$ cat config.mk
export PLATFORM = sky130hd
export DESIGN_NAME = irq_prio_ctrl
export DESIGN_NICKNAME = d
export VERILOG_FILES = /design/src/rtl/irq_pc_pkg.sv /design/src/rtl/irq_pend_bank.sv /design/src/rtl/irq_arbiter.sv /design/src/rtl/irq_active_stack.sv /design/src/rtl/irq_prio_ctrl.sv
export SDC_FILE = /design/constraint.sdc
export NUM_CORES = 1
export LEC_CHECK = 0
export CAP_MARGIN = 15
export CORE_ASPECT_RATIO = 1.1
export CORE_MARGIN = 8
export CORE_UTILIZATION = 50
export DETAILED_ROUTE_END_ITERATION = 7
export DONT_BUFFER_PORTS = 1
export PLACE_DENSITY = 0.68
export SLEW_MARGIN = 30
export SYNTH_ARGS = -nofsm -noshare
export SYNTH_HDL_FRONTEND = slang
export SYNTH_SLANG_ARGS = --single-unit
export TNS_END_PERCENT = 20
$ cat constraint.sdc
create_clock -name clk -period 19.4 [get_ports clk]
set_clock_uncertainty 0.2 [all_clocks]
set_input_delay 4.85 -clock clk [delete_from_list [all_inputs] [get_ports clk]]
set_output_delay 4.85 -clock clk [all_outputs]
set_load 0.005 [all_outputs]
$ cat src/rtl/irq_pc_pkg.sv
package irq_pc_pkg;
   localparam int PRIO_W = 8;
   localparam int LVL_W  = PRIO_W + 1;
   localparam logic [LVL_W-1:0] LVL_IDLE = {1'b1, {PRIO_W{1'b0}}};

   typedef logic [PRIO_W-1:0] prio_t;

   // preemption field: priority with the low 'grp' sub-priority bits cleared
   function automatic prio_t pre_of(input prio_t p, input logic [2:0] grp);
      prio_t m;
      m = prio_t'({PRIO_W{1'b1}} << grp);
      return p & m;
   endfunction
endpackage

$ cat src/rtl/irq_pend_bank.sv
module irq_pend_bank #(
   parameter int NUM_IRQ = 8,
   localparam int IRQ_W = $clog2(NUM_IRQ)
) (
   input  logic               clk,
   input  logic               rst_n,
   input  logic [NUM_IRQ-1:0] req,
   input  logic               clr_en,
   input  logic [IRQ_W-1:0]   clr_id,
   output logic [NUM_IRQ-1:0] pend_q,
   output logic [NUM_IRQ-1:0] pend_nxt
);
   for (genvar g = 0; g < NUM_IRQ; g++) begin : g_bit
      logic clr_g;
      assign clr_g       = clr_en && (clr_id == IRQ_W'(g));
      assign pend_nxt[g] = clr_g ? 1'b0 : (pend_q[g] | req[g]);
      always_ff @(posedge clk) begin
         if (!rst_n) pend_q[g] <= 1'b0;
         else        pend_q[g] <= pend_nxt[g];
      end
   end

   // acknowledged line reads clear after the entry edge
   a_r6_entry_clears: assert property (@(posedge clk) disable iff (!rst_n)
      clr_en |=> !pend_q[$past(clr_id)]);
endmodule

$ cat src/rtl/irq_arbiter.sv
module irq_arbiter
   import irq_pc_pkg::*;
#(
   parameter int NUM_IRQ = 8,
   localparam int IRQ_W = $clog2(NUM_IRQ)
) (
   input  logic [NUM_IRQ-1:0]             elig,
   input  logic [NUM_IRQ-1:0][PRIO_W-1:0] prio,
   output logic                           win_vld,
   output logic [IRQ_W-1:0]               win_id,
   output prio_t                          win_prio
);
   // scan from the top index down; '<=' lets the lower index take ties
   always_comb begin
      win_vld  = 1'b0;
      win_id   = '0;
      win_prio = '1;
      for (int i = NUM_IRQ - 1; i >= 0; i--) begin
         if (elig[i] && (!win_vld || prio[i] <= win_prio)) begin
            win_vld  = 1'b1;
            win_id   = IRQ_W'(i);
            win_prio = prio[i];
         end
      end
   end

   // a valid winner is always one of the eligible lines
   a_r2_winner_eligible: assert final (!win_vld || elig[win_id]);
endmodule

$ cat src/rtl/irq_active_stack.sv
module irq_active_stack
   import irq_pc_pkg::*;
#(
   parameter int STACK_DEPTH = 4,
   localparam int DW = $clog2(STACK_DEPTH + 1)
) (
   input  logic             clk,
   input  logic             rst_n,
   input  logic             push,
   input  logic             pop,
   input  prio_t            push_val,
   output logic [LVL_W-1:0] level_q,
   output logic [LVL_W-1:0] level_nxt,
   output logic             err_q
);
   prio_t [STACK_DEPTH-1:0] mem_q, mem_n;
   logic  [DW-1:0]          dep_q, dep_n;
   logic                    err_n;
   logic                    full;

   assign full = (dep_q == DW'(STACK_DEPTH));

   always_comb begin
      mem_n = mem_q;
      dep_n = dep_q;
      err_n = err_q;
      if (push && pop && dep_q != '0) begin
         for (int k = 0; k < STACK_DEPTH; k++)
            if (k == int'(dep_q) - 1) mem_n[k] = push_val;
      end else if (push && pop) begin
         mem_n[0] = push_val;
         dep_n    = DW'(1);
      end else if (push) begin
         if (full) err_n = 1'b1;
         else begin
            for (int k = 0; k < STACK_DEPTH; k++)
               if (k == int'(dep_q)) mem_n[k] = push_val;
            dep_n = dep_q + DW'(1);
         end
      end else if (pop && dep_q != '0) begin
         dep_n = dep_q - DW'(1);
      end
   end

   always_comb begin
      level_nxt = LVL_IDLE;
      for (int k = 0; k < STACK_DEPTH; k++)
         if (k == int'(dep_n) - 1) level_nxt = {1'b0, mem_n[k]};
   end

   always_ff @(posedge clk) begin
      if (!rst_n) begin
         mem_q   <= '0;
         dep_q   <= '0;
         err_q   <= 1'b0;
         level_q <= LVL_IDLE;
      end else begin
         mem_q   <= mem_n;
         dep_q   <= dep_n;
         err_q   <= err_n;
         level_q <= level_nxt;
      end
   end

   // a lone return drops exactly one level
   a_r8_pop_unwinds: assert property (@(posedge clk) disable iff (!rst_n)
      (pop && !push && dep_q != '0) |=> dep_q == $past(dep_q) - DW'(1));
   // push into a full stack flags and leaves the level alone
   a_r9_overflow_flag: assert property (@(posedge clk) disable iff (!rst_n)
      (push && !pop && full) |=> (err_q && level_q == $past(level_q)));
   // combined entry and return keeps the depth
   a_r10_swap_depth: assert property (@(posedge clk) disable iff (!rst_n)
      (push && pop && dep_q != '0) |=> dep_q == $past(dep_q));
endmodule

$ cat src/rtl/irq_prio_ctrl.sv
module irq_prio_ctrl
   import irq_pc_pkg::*;
#(
   parameter int NUM_IRQ     = 8,
   parameter int STACK_DEPTH = 4,
   localparam int IRQ_W = $clog2(NUM_IRQ)
) (
   input  logic               clk,
   input  logic               rst_n,
   input  logic [NUM_IRQ-1:0] irq_req,
   input  logic               mask_all,
   input  logic               cfg_prio_we,
   input  logic [IRQ_W-1:0]   cfg_prio_idx,
   input  logic [7:0]         cfg_prio_val,
   input  logic               cfg_grp_we,
   input  logic [2:0]         cfg_grp_val,
   input  logic               entry_ack,
   input  logic [IRQ_W-1:0]   entry_id,
   input  logic               ret_ack,
   output logic               take_req,
   output logic [IRQ_W-1:0]   take_id,
   output logic [8:0]         act_level,
   output logic [NUM_IRQ-1:0] pend_bits,
   output logic               stack_err
);
   if (NUM_IRQ < 2) begin : g_bad_n
      $error("NUM_IRQ must be at least 2");
   end
   if (STACK_DEPTH < 1 || STACK_DEPTH > 256) begin : g_bad_d
      $error("STACK_DEPTH must be in 1..256");
   end
   if (PRIO_W != 8) begin : g_bad_w
      $error("priority byte must be 8 bits");
   end

   prio_t [NUM_IRQ-1:0] prio_q;
   logic  [2:0]         grp_q;
   logic  [NUM_IRQ-1:0] pend_q, pend_nxt;
   logic  [LVL_W-1:0]   lvl_q, lvl_nxt;
   logic                win_vld;
   logic  [IRQ_W-1:0]   win_id;
   prio_t               win_prio;
   logic                take_nxt;

   always_ff @(posedge clk) begin
      if (!rst_n) begin
         prio_q <= '0;
         grp_q  <= '0;
      end else begin
         if (cfg_prio_we) prio_q[cfg_prio_idx] <= cfg_prio_val;
         if (cfg_grp_we)  grp_q <= cfg_grp_val;
      end
   end

   irq_pend_bank #(.NUM_IRQ(NUM_IRQ)) u_pend (
      .clk      (clk),
      .rst_n    (rst_n),
      .req      (irq_req),
      .clr_en   (entry_ack),
      .clr_id   (entry_id),
      .pend_q   (pend_q),
      .pend_nxt (pend_nxt)
   );

   irq_active_stack #(.STACK_DEPTH(STACK_DEPTH)) u_stack (
      .clk       (clk),
      .rst_n     (rst_n),
      .push      (entry_ack),
      .pop       (ret_ack),
      .push_val  (pre_of(prio_q[entry_id], grp_q)),
      .level_q   (lvl_q),
      .level_nxt (lvl_nxt),
      .err_q     (stack_err)
   );

   // arbitrate over the state that the coming edge will hold
   irq_arbiter #(.NUM_IRQ(NUM_IRQ)) u_arb (
      .elig     (pend_nxt),
      .prio     (prio_q),
      .win_vld  (win_vld),
      .win_id   (win_id),
      .win_prio (win_prio)
   );

   assign take_nxt = win_vld && !mask_all &&
                     ({1'b0, pre_of(win_prio, grp_q)} < lvl_nxt);

   always_ff @(posedge clk) begin
      if (!rst_n) begin
         take_req <= 1'b0;
         take_id  <= '0;
      end else begin
         take_req <= take_nxt;
         take_id  <= win_id;
      end
   end

   assign act_level = lvl_q;
   assign pend_bits = pend_q;

   // an offered line is pending in the bank
   a_r2_take_pending: assert property (@(posedge clk) disable iff (!rst_n)
      take_req |-> pend_q[take_id]);
   // mask sampled set means no offer after that edge
   a_r7_mask_blocks: assert property (@(posedge clk) disable iff (!rst_n)
      mask_all |=> !take_req);
   // an offer is strictly more urgent than the active level
   a_r3_strict_nest: assert property (@(posedge clk) disable iff (!rst_n)
      (take_req && !$past(cfg_prio_we) && !$past(cfg_grp_we)) |->
         ({1'b0, pre_of(prio_q[take_id], grp_q)} < act_level));
endmodule

Word-level counts from Yosys, hierarchy flattened
Cells that the tools add are included.
{ "word_totals": {"register_bits": 124, "input_bits": 32, "out_inout_bits": 22} }
{ "classes": {"add_sub_neg": 4, "magnitude_cmp": 11, "eq_ne": 17, "shift": 1, "muxes": 58, "bitwise": 13, "n_reduce_logical": 45} }
{ "op_table": {"columns": ["op", "n"], "rows": [
  ["$mux W8", 19],
  ["$eq A3 B32 Y1 const A", 4],
  ["$mux W32", 3],
  ["$bwmux W64", 1],
  ["$eq A2 B32 Y1 const A", 2],
  ["$logic_not A32 Y1", 2],
  ["$le A8 B8 Y1", 7],
  ["$mux W9", 4],
  ["$mux W3", 9],
  ["$bmux W8 S3", 1],
  ["$demux W8 S3", 1],
  ["$mux W24", 1],
  ["$logic_and A1 B1 Y1", 21],
  ["$mux W1", 17],
  ["$and A8 B8 Y8", 2],
  ["$eq A3 B3 Y1 const B", 5],
  ["$lt A8 B9 Y1", 1],
  ["$logic_not A1 Y1", 8],
  ["$lt A3 B4 Y1 const B", 2],
  ["$or A1 B1 Y1", 8],
  ["$shl A8 B3 Y8 const A", 1],
  ["$sub A3 B1 Y4 const B", 2],
  ["$logic_or A1 B1 Y1", 7],
  ["$eq A3 B2 Y1 const B", 2],
  ["14 further kinds", 19]
]} }

Longest topological paths before layout
{ "logic_depth": {"word_depth": 35, "mapped_depth": 86, "mapped_depth_nobuf": 81} }

By module
From an unflattened synthesis, not the netlist that was laid out.
{ "unflattened": {"cells_unflattened": 1010, "hier_area_um2": 8917.3} }
{ "by_module_without_submodules": {"columns": ["module", "n_inst", "cells_per_inst", "area_each_um2", "seq_area_each_um2"], "rows": [
  ["irq_prio_ctrl", 1, 363, 3595.9, 1421.4],
  ["irq_arbiter", 1, 364, 2668.8, 0.0],
  ["irq_active_stack", 1, 237, 2199.6, 900.9],
  ["irq_pend_bank", 1, 46, 452.9, 160.2]
]} }

Worst setup path before layout
OpenSTA, ideal clock, no wires.
{ "synth_timing": {"path_type": "input port to flip-flop", "from": "input port irq_req[7]", "to": "register take_req", "arrival_ns": 18.917, "required_ns": 19.130, "setup_slack_ns": 0.213, "stages": 82, "path_buffers": 5, "cell_sequence": "o21ai_2 clkbuf_1 nor2_1 ha_1 and4_1 a21o_1 o221ai_1 nand2_1 nor2_1 clkbuf_1 nor3_1 a21oi_1 inv_1 ha_1 nand2_1 a21oi_1 o21ai_0 o211ai_1 [... 46 more ...] nor2b_1 o21a_1 o21ai_0 nand2b_1 a21oi_1 nor2_1 a211oi_1 o31ai_1 o21ai_0 o221ai_1 a211oi_1 ha_1 and3_1 a221o_1 a221o_1 a2111oi_0 o21ai_0 a21oi_1"} }
{ "synth_between": {"elab_chain_cells": 34} }
{ "synth_rtl": {"columns": ["element", "line_no", "source"], "rows": [
  ["start: declaration", "irq_prio_ctrl.sv:10", "input logic [NUM_IRQ-1:0] irq_req,"],
  ["$or A1 B1 Y1 *", "irq_pend_bank.sv:16", "assign pend_nxt[g] = clr_g ? 1'b0 : (pend_q[g] | req[g]);"],
  ["$mux W1 *", "irq_pend_bank.sv:16", null],
  ["$mux W8 / $mux W1 (equally long branches)", "irq_arbiter.sv:19", "if (elig[i] && (!win_vld || prio[i] <= win_prio)) begin"],
  ["$le A8 B8 Y1 / $logic_not A1 Y1 (equally long branches)", "irq_arbiter.sv:19", null],
  ["$logic_or A1 B1 Y1", "irq_arbiter.sv:19", null],
  ["$logic_and A1 B1 Y1", "irq_arbiter.sv:19", null],
  ["$mux W8 / $mux W1 (equally long branches)", "irq_arbiter.sv:19", null],
  ["$le A8 B8 Y1 / $logic_not A1 Y1 (equally long branches)", "irq_arbiter.sv:19", null],
  ["[... 18 more ...]", null, null],
  ["$mux W8 / $mux W1 (equally long branches)", "irq_arbiter.sv:19", null],
  ["$le A8 B8 Y1 / $logic_not A1 Y1 (equally long branches)", "irq_arbiter.sv:19", null],
  ["$logic_or A1 B1 Y1", "irq_arbiter.sv:19", null],
  ["$logic_and A1 B1 Y1", "irq_arbiter.sv:19", null],
  ["$mux W8", "irq_arbiter.sv:19", null],
  ["$and A8 B8 Y8", "irq_pc_pkg.sv:12", "return p & m;"],
  ["$lt A8 B9 Y1", "irq_prio_ctrl.sv:86", "({1'b0, pre_of(win_prio, grp_q)} < lvl_nxt);"],
  ["$logic_and A1 B1 Y1 *", "irq_prio_ctrl.sv:85", "assign take_nxt = win_vld && !mask_all &&"],
  ["end signal: assignment", "irq_prio_ctrl.sv:93", "take_req <= take_nxt;"],
  ["end: declaration", "irq_prio_ctrl.sv:20", "output logic take_req,"]
]} }
Mark *: on every way between the ends. The rest lies on a longest branch, timed or not.
A chain may end at the register's enable or synchronous reset.

Worst setup path after layout
{ "layout_timing": {"from": "input port entry_id[0]", "to": "register take_req"} }
{ "layout_between": {"elab_chain_cells": 35} }
{ "layout_rtl": {"columns": ["element", "line_no", "source"], "rows": [
  ["start: declaration", "irq_prio_ctrl.sv:18", "input logic [IRQ_W-1:0] entry_id,"],
  ["$eq A3 B3 Y1", "irq_pend_bank.sv:15", "assign clr_g = clr_en && (clr_id == IRQ_W'(g));"],
  ["$logic_and A1 B1 Y1", "irq_pend_bank.sv:15", null],
  ["$mux W1", "irq_pend_bank.sv:16", null],
  ["$mux W8 / $mux W1 (equally long branches)", "irq_arbiter.sv:19", null],
  ["$le A8 B8 Y1 / $logic_not A1 Y1 (equally long branches)", "irq_arbiter.sv:19", null],
  ["$logic_or A1 B1 Y1", "irq_arbiter.sv:19", null],
  ["$logic_and A1 B1 Y1", "irq_arbiter.sv:19", null],
  ["$mux W8 / $mux W1 (equally long branches)", "irq_arbiter.sv:19", null],
  ["[... 19 more ...]", null, null],
  ["$mux W8 / $mux W1 (equally long branches)", "irq_arbiter.sv:19", null],
  ["$le A8 B8 Y1 / $logic_not A1 Y1 (equally long branches)", "irq_arbiter.sv:19", null],
  ["$logic_or A1 B1 Y1", "irq_arbiter.sv:19", null],
  ["$logic_and A1 B1 Y1", "irq_arbiter.sv:19", null],
  ["$mux W8", "irq_arbiter.sv:19", null],
  ["$and A8 B8 Y8", "irq_pc_pkg.sv:12", null],
  ["$lt A8 B9 Y1", "irq_prio_ctrl.sv:86", null],
  ["$logic_and A1 B1 Y1 *", "irq_prio_ctrl.sv:85", null]
]} }
Mark *: on every way between the ends. The rest lies on a longest branch, timed or not. The select of a mux whose other input is x is not followed.

==> report_table.html <==
<table>
<tr><th>Metric</th><th>Value</th></tr>
<tr><th colspan="2">Power</th></tr>
<tr><td>Leakage power total</td><td>3.78 nW</td></tr>
<tr><td>Worst vdd ir</td><td>0.0000717 V</td></tr>
<tr><td>Power Density</td><td>103 mW/mm²</td></tr>
<tr><td>Total power draw</td><td>0.953 mW</td></tr>
<tr><th colspan="2">Routing</th></tr>
<tr><td>Avg Vias per Cell</td><td>6.05</td></tr>
<tr><td>Sum of met3 wire segment lengths after detailed routing</td><td>1510 µm</td></tr>
<tr><td>Number of nets with antenna violations after detailed routing</td><td>0</td></tr>
<tr><td>Remaining design rule violation count</td><td>0</td></tr>
<tr><td>Met1 wire length</td><td>10200 µm</td></tr>
<tr><td>Average wire per cell in the routed design</td><td>19.9 µm</td></tr>
<tr><td>Vias</td><td>7437</td></tr>
<tr><td>Routed wire length</td><td>24500 µm</td></tr>
<tr><td>Met2 Routed Length</td><td>11700 µm</td></tr>
<tr><td>Uppermost layer routed</td><td>met4</td></tr>
<tr><td>DRT Pass-1 Iters</td><td>5</td></tr>
<tr><td>Number of violations reported at the end of detailed-routing iteration 0</td><td>588</td></tr>
<tr><th colspan="2">Synth</th></tr>
<tr><td>Most frequent cell after synthesis</td><td>sky130_fd_sc_hd__nand2_1</td></tr>
<tr><td>Post-synthesis register bit count</td><td>124</td></tr>
<tr><td>Most numerous cell types in the synthesized netlist</td><td>sky130_fd_sc_hd__nand2_1 (171), sky130_fd_sc_hd__dfxtp_1 (124), sky130_fd_sc_hd__a21oi_1 (117), sky130_fd_sc_hd__nor2_1 (103), sky130_fd_sc_hd__ha_1 (66)</td></tr>
<tr><td>Proportion of synthesized flip-flops having asynchronous set or reset</td><td>0%</td></tr>
<tr><td>Synthesized netlist net count</td><td>1111</td></tr>
<tr><td>Top cells by area, synth</td><td>sky130_fd_sc_hd__dfxtp_1 (30%), sky130_fd_sc_hd__ha_1 (10%), sky130_fd_sc_hd__nand2_1 (7.8%), sky130_fd_sc_hd__a21oi_1 (7.1%), sky130_fd_sc_hd__mux2i_1 (6.2%)</td></tr>
<tr><td>Main synth FF type</td><td>sky130_fd_sc_hd__dfxtp_1</td></tr>
<tr><td>Number of distinct library cells after synthesis</td><td>69</td></tr>
<tr><td>Synthesized instance count</td><td>1013</td></tr>
<tr><td>Leading area contributor after synthesis</td><td>sky130_fd_sc_hd__dfxtp_1</td></tr>
<tr><td>Netlist Area Pre-Place</td><td>0.00819 mm²</td></tr>
<tr><td>Mean Syn Cell Area</td><td>8.09 µm²</td></tr>
<tr><td>Share of the synthesized area in the top cell type</td><td>30.3%</td></tr>
<tr><td>Sequential element share of the synthesized area</td><td>30.3%</td></tr>
<tr><td>Number of enable-type register cells in the synthesized netlist</td><td>0</td></tr>
<tr><td>Yosys warning count</td><td>0</td></tr>
<tr><th colspan="2">GRT</th></tr>
<tr><td>Total gr overflow</td><td>0</td></tr>
<tr><td>Number of antenna violations at the first check in global routing</td><td>0</td></tr>
<tr><td>Vias in the first global route</td><td>6932</td></tr>
<tr><td>Global-route wire length before repair</td><td>37700 µm</td></tr>
<tr><td>Largest net degree at the start of global routing</td><td>102</td></tr>
<tr><td>Total Routing Usage GR</td><td>22.7%</td></tr>
<tr><th colspan="2">Worst setup path</th></tr>
<tr><td>Slowest cell on crit path</td><td>sky130_fd_sc_hd__mux2_2</td></tr>
<tr><td>Startpoint type of the worst setup path</td><td>primary input</td></tr>
<tr><td>Largest stage delay, worst path</td><td>0.37 ns</td></tr>
<tr><td>Kind of critical path</td><td>primary input to flip-flop</td></tr>
<tr><td>Worst Reg2Reg Path Length in Cells</td><td>78</td></tr>
<tr><td>Setup slack on the worst flop-to-flop path</td><td>4.98 ns</td></tr>
<tr><td>Crit path arrival time</td><td>18.70 ns</td></tr>
<tr><td>Reg-to-reg startpoint</td><td>u_pend.pend_q[7]</td></tr>
<tr><td>CP endpoint kind</td><td>flip-flop</td></tr>
<tr><td>Max Fanout on Critical Path</td><td>24</td></tr>
<tr><td>Data required time of the worst path</td><td>19.55 ns</td></tr>
<tr><td>End of the worst register-to-register path</td><td>take_req</td></tr>
<tr><th colspan="2">Run status</th></tr>
<tr><td>Outcome</td><td>complete, no violations</td></tr>
<tr><th colspan="2">Die</th></tr>
<tr><td>Top-level I/O count</td><td>54</td></tr>
<tr><td># rows</td><td>49</td></tr>
<tr><td>Die Footprint</td><td>0.0207 mm²</td></tr>
<tr><td>Chip Width</td><td>138 µm</td></tr>
<tr><td>Initial Util</td><td>50.6%</td></tr>
<tr><td>Area inside the core boundary</td><td>0.0162 mm²</td></tr>
<tr><td>DIE HEIGHT</td><td>150 µm</td></tr>
<tr><th colspan="2">STA</th></tr>
<tr><td>Final number of setup-violating endpoints</td><td>0</td></tr>
<tr><td>Crit path setup slack, layout</td><td>0.843 ns</td></tr>
<tr><td>Crit path time final</td><td>18.56 ns</td></tr>
<tr><td>Final cycle utilization of the critical path</td><td>95.7%</td></tr>
<tr><td>Number of hold violations in the final report</td><td>0</td></tr>
<tr><td>Total negative slack</td><td>0 ns</td></tr>
<tr><td>Final-report max-slew violation count</td><td>0</td></tr>
<tr><td>Fin Hold WS</td><td>0.289 ns</td></tr>
<tr><td>Maximum operating frequency</td><td>53.9 MHz</td></tr>
<tr><td>Normalized max-slew margin</td><td>46.3%</td></tr>
<tr><td>Tightest Pin Transition</td><td>0.800 ns</td></tr>
<tr><th colspan="2">Clocking</th></tr>
<tr><td>Clock slew at the register clock pins of the worst setup and hold paths</td><td>0.05 ns</td></tr>
<tr><td>Worst-case clock buffer depth</td><td>2</td></tr>
<tr><td>Number of buffers created by CTS</td><td>17</td></tr>
<tr><td>H-tree depth</td><td>4</td></tr>
<tr><td>Clock sinks</td><td>124</td></tr>
<tr><td>Clock root cell</td><td>sky130_fd_sc_hd__clkbuf_16</td></tr>
<tr><td>Clock latency on the worst-skew pair</td><td>0.42 ns</td></tr>
<tr><td>Clock tree from TritonCTS</td><td>done</td></tr>
<tr><td>CTS Hold Bufs</td><td>0</td></tr>
<tr><th colspan="2">Placement</th></tr>
<tr><td>Setup Slack @ Placement</td><td>-0.478 ns</td></tr>
<tr><td>HPWL after detailed placement</td><td>17900 µm</td></tr>
<tr><td>Total of buffers placed on input and output ports</td><td>0</td></tr>
<tr><td>Placer congestion estimate</td><td>0.935</td></tr>
<tr><th colspan="2">Finish</th></tr>
<tr><td>Synthesis-to-layout area growth</td><td>12.5%</td></tr>
<tr><td>Antenna Diode Count</td><td>0</td></tr>
<tr><td>Total Nets Final</td><td>1111</td></tr>
<tr><td>Share of layout cells above drive strength 1</td><td>13.3%</td></tr>
<tr><th colspan="2">Hold path</th></tr>
<tr><td>Beginning of the worst hold path</td><td>prio_q[8]</td></tr>
<tr><td>Min-Delay Path Class</td><td>flip-flop to flip-flop</td></tr>
<tr><td>Cells on Worst Hold Path</td><td>2</td></tr>
<tr><td>Endpoint, Worst Hold</td><td>prio_q[8]</td></tr>
<tr><th colspan="2">Flow run</th></tr>
<tr><td>Max-capacitance violation count</td><td>0</td></tr>
</table>
registers in the layout (all words and copies together), names as in the netlist:
signal           flops
u_stack.err_q        1
grp_q                3
u_pend.pend_q        8
u_stack.mem_q       32
take_id              3
take_req             1
u_stack.dep_q        3
u_stack.level_q      9
prio_q              64
through the flow:
stage | area (µm²) | utilization (%) | instances
2_1_floorplan | 8190 | - | 1013
3_3_place_gp | 8370 | 51.7 | 1186
3_5_place_dp | 8380 | 51.7 | 1186
4_1_cts | 8990 | 55.5 | 1217
5_1_grt | 9220 | 57.0 | 1229
6_report | 9220 | 57.0 | 1229
worst max-delay path by stage:
stage / from / endpoint / slack [ns]
global placement: entry_ack / take_req / -0.13
floorplan: irq_req[7] / take_req / 0.21
detailed placement: entry_ack / take_req / -0.48
finish: entry_id[0] / take_req / 0.84
CTS: entry_ack / take_req / 0.11
global route: entry_id[0] / take_req / -0.29
cells in the final DEF (no fill, tap or decap), drive strengths merged, types with 3 or more instances in the layout:
master,n
a2111oi,3
and2,8
dfxtp,124
inv,54
nor4,3
nor3,13
a21oi,118
a21o,8
ha,66
nand4,10
nor3b,3
nor2,106
o22ai,5
o22a,8
bufinv,3
o21ai,31
o21a,8
nand2b,12
o221ai,7
nor2b,16
clkbuf,25
buf,27
clkinv,3
nand2,172
a21boi,7
a211oi,8
mux2,25
mux2i,52
nand3,18
a22oi,5
mux4,16
a31oi,9
o211ai,4
and3,13
xnor2,5
cell type report:
type,instances,area [µm²]
multi-input cells,788,5450
clock inverters,6,108
inverters,55,208
well taps,204,255
clock buffers,25,505
repair buffers,27,208
fillers,1527,6970
flip-flops and latches,124,2480
critical path: cells and delay by family:
| kind | cells | cell delay, ns |
|---|---|---|
| buffers and inverters | 7 | 0.87 |
| and+or+nand+nor | 20 | 2.40 |
| AOI/OAI and AO/OA | 40 | 7.00 |
| adders and majority gates | 8 | 2.12 |
| muxes | 5 | 1.45 |
cell families (layout without fill, tap and decap cells):
group           count (synthesis)  in the layout  synth area share (%)
compound gates                239            240                  18.3
xor+xnor                        5              5                 0.535
fa+ha+maj                      66             66                  10.1
buf+inv                       103            113                  5.04
flops                         124            124                  30.3
mux                            93             93                  14.9
simple gates                  383            384                  20.8
metal layers:
metal / global-route usage, % / vias up
li1: - / 3586
met1: 27.5 / 3530
met2: 37.9 / 246
met3: 4.48 / 75
met4: 11.6 / 0
met5: 0 / -
power breakdown:
| part | total, mW | internal (mW) | switching [mW] |
|---|---|---|---|
| logic | 0.345 | 0.149 | 0.196 |
| registers | 0.280 | 0.267 | 0.0131 |
| clock network | 0.329 | 0.218 | 0.111 |
what timing repair did:
item | 4_1_cts | 5_1_grt
setup buffers | 0 | 9
pin swaps | 0 | 20
setup endpoints to repair | 1 | 1
gates cloned | 0 | 3
endpoints found under the hold margin | 0 | 0
gates resized for setup | 1 | 38
Power figures use the tool's default switching activity.
